**src/rtl/chgrec_pkg.sv**
```systemverilog
package chgrec_pkg;

    typedef enum logic {
        SCAN_IDLE   = 1'b0,
        SCAN_ACTIVE = 1'b1
    } scan_state_e;

endpackage

```
**src/rtl/chgrec_sync.sv**
```systemverilog
module chgrec_sync #(
    parameter int WIDTH = 64
) (
    input  logic             clk,
    input  logic             rst_n,
    input  logic [WIDTH-1:0] async_i,
    output logic [WIDTH-1:0] sync_o
);

    typedef struct packed {
        logic [WIDTH-1:0] meta;
        logic [WIDTH-1:0] stable;
    } sync_t;

    sync_t q, d;

    always_comb begin
        d        = q;
        d.meta   = async_i;
        d.stable = q.meta;
    end

    always_ff @(posedge clk or negedge rst_n) begin
        if (!rst_n) begin
            q <= '0;
        end else begin
            q <= d;
        end
    end

    assign sync_o = q.stable;

endmodule

```
**src/rtl/chgrec_scan_timer.sv**
```systemverilog
module chgrec_scan_timer
    import chgrec_pkg::*;
#(
    parameter int DIV_W = 16,
    parameter int TS_W  = 32
) (
    input  logic             clk,
    input  logic             rst_n,
    input  logic             start_i,
    input  logic             stop_i,
    input  logic [DIV_W-1:0] div_i,
    output logic             tick_o,
    output logic [TS_W-1:0]  ts_o
);

    typedef struct packed {
        scan_state_e      state;
        logic [DIV_W-1:0] cnt;
        logic [TS_W-1:0]  ts;
    } timer_t;

    timer_t q, d;
    logic   tick;

    always_comb begin
        d    = q;
        tick = (q.state == SCAN_ACTIVE) && (q.cnt >= div_i);
        if (start_i) begin
            d.state = SCAN_ACTIVE;
            d.cnt   = '0;
            d.ts    = '0;
        end else if (stop_i) begin
            d.state = SCAN_IDLE;
            d.cnt   = '0;
        end else if (q.state == SCAN_ACTIVE) begin
            if (tick) begin
                d.cnt = '0;
                d.ts  = q.ts + 1'b1;
            end else begin
                d.cnt = q.cnt + 1'b1;
            end
        end
    end

    always_ff @(posedge clk or negedge rst_n) begin
        if (!rst_n) begin
            q <= '{state: SCAN_IDLE, cnt: '0, ts: '0};
        end else begin
            q <= d;
        end
    end

    assign tick_o = tick;
    assign ts_o   = q.ts;

    // every completed scan advances the timestamp by exactly one
    p_ts_step_r3: assert property (@(posedge clk) disable iff (!rst_n)
        (tick_o && !start_i && !stop_i) |=> (ts_o == $past(ts_o) + 1'b1));

    // a stop without start leaves no scan in the following cycle
    p_stop_quiet_r8: assert property (@(posedge clk) disable iff (!rst_n)
        (stop_i && !start_i) |=> !tick_o);

    // start brings the timestamp back to zero
    p_start_zero_r3: assert property (@(posedge clk) disable iff (!rst_n)
        start_i |=> (ts_o == '0));

endmodule

```
**src/rtl/chgrec_detect.sv**
```systemverilog
module chgrec_detect #(
    parameter int BANK_W  = 16,
    parameter int N_BANKS = 4,
    localparam int N_LINES = BANK_W * N_BANKS
) (
    input  logic               clk,
    input  logic               rst_n,
    input  logic               start_i,
    input  logic               tick_i,
    input  logic [N_LINES-1:0] sample_i,
    input  logic [N_LINES-1:0] mask_i,
    output logic               push_o
);

    typedef struct packed {
        logic [N_LINES-1:0] prev;
        logic               first;
    } det_t;

    det_t               q, d;
    logic [N_BANKS-1:0] bank_hit;
    logic               push;

    for (genvar b = 0; b < N_BANKS; b++) begin : g_bank
        assign bank_hit[b] = |((sample_i[b*BANK_W +: BANK_W] ^ q.prev[b*BANK_W +: BANK_W])
                               & mask_i[b*BANK_W +: BANK_W]);
    end

    always_comb begin
        d    = q;
        push = 1'b0;
        if (start_i) begin
            d.first = 1'b1;
        end else if (tick_i) begin
            push    = q.first | (|bank_hit);
            d.prev  = sample_i;
            d.first = 1'b0;
        end
    end

    always_ff @(posedge clk or negedge rst_n) begin
        if (!rst_n) begin
            q <= '{prev: '0, first: 1'b1};
        end else begin
            q <= d;
        end
    end

    assign push_o = push;

    // the first scan after a start is always logged
    p_first_logged_r4: assert property (@(posedge clk) disable iff (!rst_n)
        start_i |=> (tick_i && !start_i) |-> push_o);

endmodule

```
**src/rtl/chgrec_fifo.sv**
```systemverilog
module chgrec_fifo #(
    parameter int WIDTH = 96,
    parameter int DEPTH = 16,
    localparam int AW   = (DEPTH > 1) ? $clog2(DEPTH) : 1,
    localparam int CW   = $clog2(DEPTH + 1)
) (
    input  logic             clk,
    input  logic             rst_n,
    input  logic             flush_i,
    input  logic             wr_en_i,
    input  logic [WIDTH-1:0] wr_data_i,
    input  logic             rd_en_i,
    output logic [WIDTH-1:0] rd_data_o,
    output logic             empty_o,
    output logic             full_o
);

    localparam logic [CW-1:0] FULL_CNT = CW'(DEPTH);
    localparam logic [AW-1:0] LAST_IDX = AW'(DEPTH - 1);

    typedef struct packed {
        logic [AW-1:0] wr_ptr;
        logic [AW-1:0] rd_ptr;
        logic [CW-1:0] cnt;
    } ctl_t;

    ctl_t             q, d;
    logic [WIDTH-1:0] mem [DEPTH];
    logic             wr_ok;
    logic             rd_ok;

    assign empty_o = (q.cnt == '0);
    assign full_o  = (q.cnt == FULL_CNT);

    always_comb begin
        d     = q;
        wr_ok = wr_en_i && !full_o && !flush_i;
        rd_ok = rd_en_i && !empty_o && !flush_i;
        if (flush_i) begin
            d = '0;
        end else begin
            if (wr_ok) begin
                d.wr_ptr = (q.wr_ptr == LAST_IDX) ? '0 : q.wr_ptr + 1'b1;
            end
            if (rd_ok) begin
                d.rd_ptr = (q.rd_ptr == LAST_IDX) ? '0 : q.rd_ptr + 1'b1;
            end
            case ({wr_ok, rd_ok})
                2'b10:   d.cnt = q.cnt + 1'b1;
                2'b01:   d.cnt = q.cnt - 1'b1;
                default: d.cnt = q.cnt;
            endcase
        end
    end

    always_ff @(posedge clk or negedge rst_n) begin
        if (!rst_n) begin
            q <= '0;
        end else begin
            q <= d;
        end
    end

    always_ff @(posedge clk) begin
        if (wr_ok) begin
            mem[q.wr_ptr] <= wr_data_i;
        end
    end

    assign rd_data_o = mem[q.rd_ptr];

    // a write offered to a full buffer leaves its fill level unchanged
    p_full_holds_r7: assert property (@(posedge clk) disable iff (!rst_n)
        (full_o && wr_en_i && !rd_en_i && !flush_i) |=> (full_o && $stable(q.cnt)));

    // reading an empty buffer changes nothing
    p_empty_read_r9: assert property (@(posedge clk) disable iff (!rst_n)
        (empty_o && rd_en_i && !wr_en_i && !flush_i) |=> (empty_o && $stable(q.rd_ptr)));

    // the fill level never exceeds the depth
    p_bound_r10: assert property (@(posedge clk) disable iff (!rst_n)
        q.cnt <= FULL_CNT);

endmodule

```
**src/rtl/chgrec_top.sv**
```systemverilog
module chgrec_top #(
    parameter int BANK_W  = 16,
    parameter int N_BANKS = 4,
    parameter int TS_W    = 32,
    parameter int DIV_W   = 16,
    parameter int DEPTH   = 16,
    localparam int N_LINES = BANK_W * N_BANKS,
    localparam int REC_W   = TS_W + N_LINES
) (
    input  logic               clk,
    input  logic               rst_n,
    input  logic               start_i,
    input  logic               stop_i,
    input  logic [DIV_W-1:0]   scan_div_i,
    input  logic [N_LINES-1:0] din_i,
    input  logic [N_LINES-1:0] trig_mask_i,
    input  logic               rd_en_i,
    output logic [TS_W-1:0]    rd_ts_o,
    output logic [N_LINES-1:0] rd_state_o,
    output logic               empty_o,
    output logic               overflow_o
);

    typedef struct packed {
        logic ovf;
    } top_t;

    top_t               q, d;
    logic [N_LINES-1:0] sampled;
    logic               tick;
    logic [TS_W-1:0]    ts_now;
    logic               push;
    logic               fifo_full;
    logic [REC_W-1:0]   rec_out;

    chgrec_sync #(.WIDTH(N_LINES)) u_sync (
        .clk     (clk),
        .rst_n   (rst_n),
        .async_i (din_i),
        .sync_o  (sampled)
    );

    chgrec_scan_timer #(.DIV_W(DIV_W), .TS_W(TS_W)) u_timer (
        .clk     (clk),
        .rst_n   (rst_n),
        .start_i (start_i),
        .stop_i  (stop_i),
        .div_i   (scan_div_i),
        .tick_o  (tick),
        .ts_o    (ts_now)
    );

    chgrec_detect #(.BANK_W(BANK_W), .N_BANKS(N_BANKS)) u_detect (
        .clk      (clk),
        .rst_n    (rst_n),
        .start_i  (start_i),
        .tick_i   (tick),
        .sample_i (sampled),
        .mask_i   (trig_mask_i),
        .push_o   (push)
    );

    chgrec_fifo #(.WIDTH(REC_W), .DEPTH(DEPTH)) u_fifo (
        .clk       (clk),
        .rst_n     (rst_n),
        .flush_i   (start_i),
        .wr_en_i   (push),
        .wr_data_i ({ts_now, sampled}),
        .rd_en_i   (rd_en_i),
        .rd_data_o (rec_out),
        .empty_o   (empty_o),
        .full_o    (fifo_full)
    );

    always_comb begin
        d = q;
        if (start_i) begin
            d.ovf = 1'b0;
        end else if (push && fifo_full) begin
            d.ovf = 1'b1;
        end
    end

    always_ff @(posedge clk or negedge rst_n) begin
        if (!rst_n) begin
            q <= '0;
        end else begin
            q <= d;
        end
    end

    assign overflow_o = q.ovf;
    assign rd_ts_o    = rec_out[REC_W-1 -: TS_W];
    assign rd_state_o = rec_out[N_LINES-1:0];

    // a record lost to a full buffer raises the flag
    p_ovf_set_r7: assert property (@(posedge clk) disable iff (!rst_n)
        (push && fifo_full && !start_i) |=> overflow_o);

    // the flag stays up until a start
    p_ovf_sticky_r7: assert property (@(posedge clk) disable iff (!rst_n)
        (overflow_o && !start_i) |=> overflow_o);

    // start leaves an empty buffer and a cleared flag
    p_start_clear_r8: assert property (@(posedge clk) disable iff (!rst_n)
        start_i |=> (empty_o && !overflow_o));

    // records are only produced on a completed scan
    p_push_on_scan_r5: assert property (@(posedge clk) disable iff (!rst_n)
        push |-> tick);

endmodule

```
**config.mk**
```make
export PLATFORM = sky130hd
export DESIGN_NAME = chgrec_top
export DESIGN_NICKNAME = d
export VERILOG_FILES = /design/src/rtl/chgrec_pkg.sv /design/src/rtl/chgrec_sync.sv /design/src/rtl/chgrec_scan_timer.sv /design/src/rtl/chgrec_detect.sv /design/src/rtl/chgrec_fifo.sv /design/src/rtl/chgrec_top.sv
export SDC_FILE = /design/constraint.sdc
export NUM_CORES = 2
export LEC_CHECK = 0
export BUFFER_PORTS_ARGS = -buffer_cell sky130_fd_sc_hd__buf_2
export CORE_MARGIN = 2
export CORE_UTILIZATION = 58
export CTS_BUF_LIST = sky130_fd_sc_hd__clkbuf_4
export DETAILED_ROUTE_END_ITERATION = 10
export GPL_ROUTABILITY_DRIVEN = 0
export GPL_TIMING_DRIVEN = 0
export PLACE_DENSITY = 0.73
export SKIP_LAST_GASP = 1
export SLEW_MARGIN = 25
export SYNTH_ARGS = -nofsm -noshare
export SYNTH_HDL_FRONTEND = slang
export SYNTH_SLANG_ARGS = --single-unit
```
**constraint.sdc**
```tcl
create_clock -name clk -period 33.6 [get_ports clk]
set_input_delay 1.68 -clock clk [delete_from_list [all_inputs] [get_ports clk]]
set_output_delay 1.68 -clock clk [all_outputs]
set_load 0.01 [all_outputs]
```
==> results.cfg <==
[die]
coreArea_um2 = 116000
dieArea_um2 = 120000
io_pins = 247
num_rows = 125
initial_utilization_pct = 58.4
dieWidth_um = 346
die_y_um = 346

[route]
wl_per_cell_um = 30.2
wl_um = 169000
drtIter0Drc = 4518
postRouteAntennaNets = 0
drc = 0
firstDrtPassIters = 6
via_per_inst = 6.27
vias = 35100

[min_path]
hold_path_class = flop to flop

[placement]
dp_hpwl_um = 105000
numPortBuffers = 245
dp.cells = 4810
dp_slack_ns = 27.49

[worst_setup_path]
critical_path_arrival_ns = 5.10
path_class = flop to primary output
cp_max_fo = 10
cp.required_ns = 31.92
start_kind = flop
crit_path_end_kind = primary output

[global_route]
grt_antenna_before_repair = 5
grt_max_degree = 91
grt_pass1_wl_um = 245000
track_usage_pct = 28.8
grt_pass1_vias = 36900
overflow = 0

[sta]
hold_viol_final = 0
skew_ns = 0.127
setup_viol = 0
period_share_pct = 20.2
min_period_ns = 6.78
maxSlewViolCount = 0
worstMarginPinSlew_ns = 1.09
max_freq_mhz = 148
rsz0062_at_grt = no
setup_ws_ns = 26.82
relSlewSlack_pct = 27.1
fin_setup_tns_ns = 0

[layout]
post_route_cells_drive_above_1_share_pct = 40.7
final_core_util_pct = 67.2
final.fill_count = 7408
layout.cells.non_filler = 5599
area_delta_synth_final_pct = 15.0
fin_nets = 3904

[power]
p_seq_share_pct = 49.6
p_comb_share_pct = 15.2
p_clk_share_pct = 35.2
power.leakage_nw = 26.4
swShare_pct = 25.2
p_int_mw = 3.68
switching_power_mw = 1.24
power_density_nw_per_um2 = 63.1
ir_drop_uv = 38.0

[cts]
cts_tree = built
clk_latency_ns = 1.29
cts_hold_buf = 0
htree_levels = 5
cts_buffer_depth = 4
postCtsSetupBuffers = 0
cts-resized-gates = 0
clkSinkCount = 1792
cts_buffers = 440
cts-root-buf = clkbuf_4
path_clk_slew_ns = 0.07

[synthesis]
syn_area_um2 = 67800
synth_edf_count = 1536
synth_seq_area_share_pct = 77.5
syn_inst = 2939
synthFlopType = edfxtp_1
async_flop_share_pct = 14.3
synth_nets = 3115
ys_warn_count = 0
syn_avg_cell_area_um2 = 23.1
synth-seq-cells = 1792
ys_types = 54

[run_status]
status = complete, no violations

[flow_run]
cap_violations = 0
==> final cells by class <==
type	count	area (µm²)	area share [%]
Sequential cell	1792	52500	67.4
Multi-Input combinational cell	994	14700	18.8
Clock buffer	645	4840	6.21
Timing Repair Buffer	347	2690	3.45
Tap cell	1524	1910	2.45
Clock inverter	142	629	0.807
Buffer	129	571	0.732
Inverter	24	90.1	0.116
Antenna cell	2	5.00	0.00642
==> sequential cells by signal, indices dropped and copies added, names as in the netlist <==
register	count
overflow_o	1
u_detect.q	65
u_fifo.mem	1536
u_fifo.q	13
u_sync.d	64
u_sync.sync_o	64
u_timer.q	17
u_timer.ts_o	32
==> worst max-delay path: stages (launching register included) <==
cell and delay [ns]:
dfrtp_1 0.36, clkbuf_1 0.62, clkbuf_1 0.87, buf_1 0.79
mux4_2 0.46, mux4_2 0.58, buf_2 0.18
==> synth_stat cells, types with 2 or more instances <==
cell	instances	area (µm²)
nor3_1	11	55.1
ha_1	26	325
xnor2_1	8	70.1
nand4_1	17	106
o21ai_1	3	15.0
o31ai_1	2	15.0
or3_1	7	43.8
nand2b_1	11	68.8
nor4_1	4	25.0
mux4_2	480	10800
nand2_1	29	109
and4_1	5	43.8
buf_1	9	33.8
a21o_1	4	30.0
mux2i_1	2	20.0
a211oi_1	2	15.0
inv_1	24	90.1
dfrtp_1	255	6380
and3_1	28	175
nand3_1	24	120
a31oi_1	2	12.5
edfxtp_1	1536	46100
mux2_2	64	721
a311oi_1	2	17.5
o21ai_0	37	185
buf_2	45	225
nor2b_1	7	43.8
xor2_1	87	762
and2_1	6	37.5
a22oi_1	30	225
a21oi_1	22	110
nor2_1	55	206
clkbuf_1	74	278
==> routing by layer <==
| layer | part of all wire (%) | track usage [%] | vias up |
|---|---|---|---|
| li1 | - | - | 14200 |
| met1 | 37 | 39.2 | 18400 |
| met2 | 50 | 46.3 | 2243 |
| met3 | 11 | 6.98 | 308 |
| met4 | 2.8 | 10.1 | 0 |
| met5 | 0 | 0 | - |
==> placed cells by master, fill, tap and decap left out, types with 4 or more instances in the layout <==
cell | netlist | routed
edfxtp_1 | 1536 | 1536
o21ai_0 | 37 | 37
and2_1 | 6 | 6
nand2_1 | 29 | 29
xor2_1 | 87 | 87
and4_1 | 5 | 5
and3_1 | 28 | 15
nor2b_1 | 7 | 7
clkbuf_2 | 0 | 17
buf_12 | 0 | 26
buf_2 | 45 | 331
inv_1 | 24 | 24
mux2_2 | 64 | 64
mux4_2 | 480 | 480
a22oi_1 | 30 | 30
a21oi_1 | 22 | 22
or3_1 | 7 | 7
clkinv_1 | 0 | 114
xnor2_1 | 8 | 8
nor3_1 | 11 | 11
clkbuf_4 | 0 | 645
nand4_1 | 17 | 17
buf_4 | 0 | 11
inv_2 | 0 | 4
dfrtp_1 | 255 | 255
ha_1 | 26 | 26
buf_16 | 0 | 23
nand2b_1 | 11 | 11
buf_1 | 9 | 7
nand3_1 | 24 | 24
nor4_2 | 1 | 4
clkinvlp_4 | 0 | 5
nor2_1 | 55 | 54
a21o_1 | 4 | 4
clkbuf_1 | 74 | 58
clkinv_2 | 0 | 16
and3_4 | 0 | 13
==> cell families (layout without fill, tap and decap cells) <==
family                   Yosys count  in the layout  synth area share [%]
other                              0              2                     0
buffers and inverters            153           1287                 0.942
XOR/XNOR                          95             95                  1.23
AND/OR/NAND/NOR                  212            212                  1.64
multiplexers                     547            547                  17.1
adder cells (fa/ha/maj)           27             27                 0.510
flip-flops                      1792           1792                  77.5
AO/OA/AOI/OAI                    113            113                  1.09
==> power groups by stage <==
stage	Combinational, mW	Sequential (mW)	Clock, mW
2_1_floorplan	0.520	2.48	0
6_report	0.748	2.44	1.73
5_1_grt	0.791	2.44	1.89
3_3_place_gp	0.742	2.48	0
3_5_place_dp	0.758	2.49	0
4_1_cts	0.760	2.44	1.77
==> stage by stage <==
stage | instance area (µm²) | power [mW] | hold WS (ns)
after floorplan | 67800 | 3.00 | 0.331
after global placement | 70900 | 3.23 | 0.332
after detailed placement | 72500 | 3.24 | 0.335
after CTS | 77900 | 4.96 | 0.201
after global routing | 77900 | 5.12 | 0.233
final | 77900 | 4.92 | 0.297
==> final timing paths <==
path | slack [ns] | to | start | cells after the start
worst min register to register | 0.30 | u_sync.sync_o[7]$_DFF_PN0_ | u_sync.d[7]$_DFF_PN0_ | 0
worst max register to register | 28.52 | u_fifo.q[4]$_DFFE_PN0P_ | u_sync.sync_o[63]$_DFF_PN0_ | 13
min in group asynchronous | 0.32 | u_sync.sync_o[16]$_DFF_PN0_ | rst_n | 1
worst max-delay path | 26.82 | rd_state_o[3] | u_fifo.q[6]$_DFFE_PN0P_ | 6
max in group asynchronous | 32.09 | u_detect.q[59]$_DFFE_PN0P_ | rst_n | 3
worst min-delay path | 0.30 | u_sync.sync_o[7]$_DFF_PN0_ | u_sync.d[7]$_DFF_PN0_ | 0
Power figures use the tool's default switching activity.
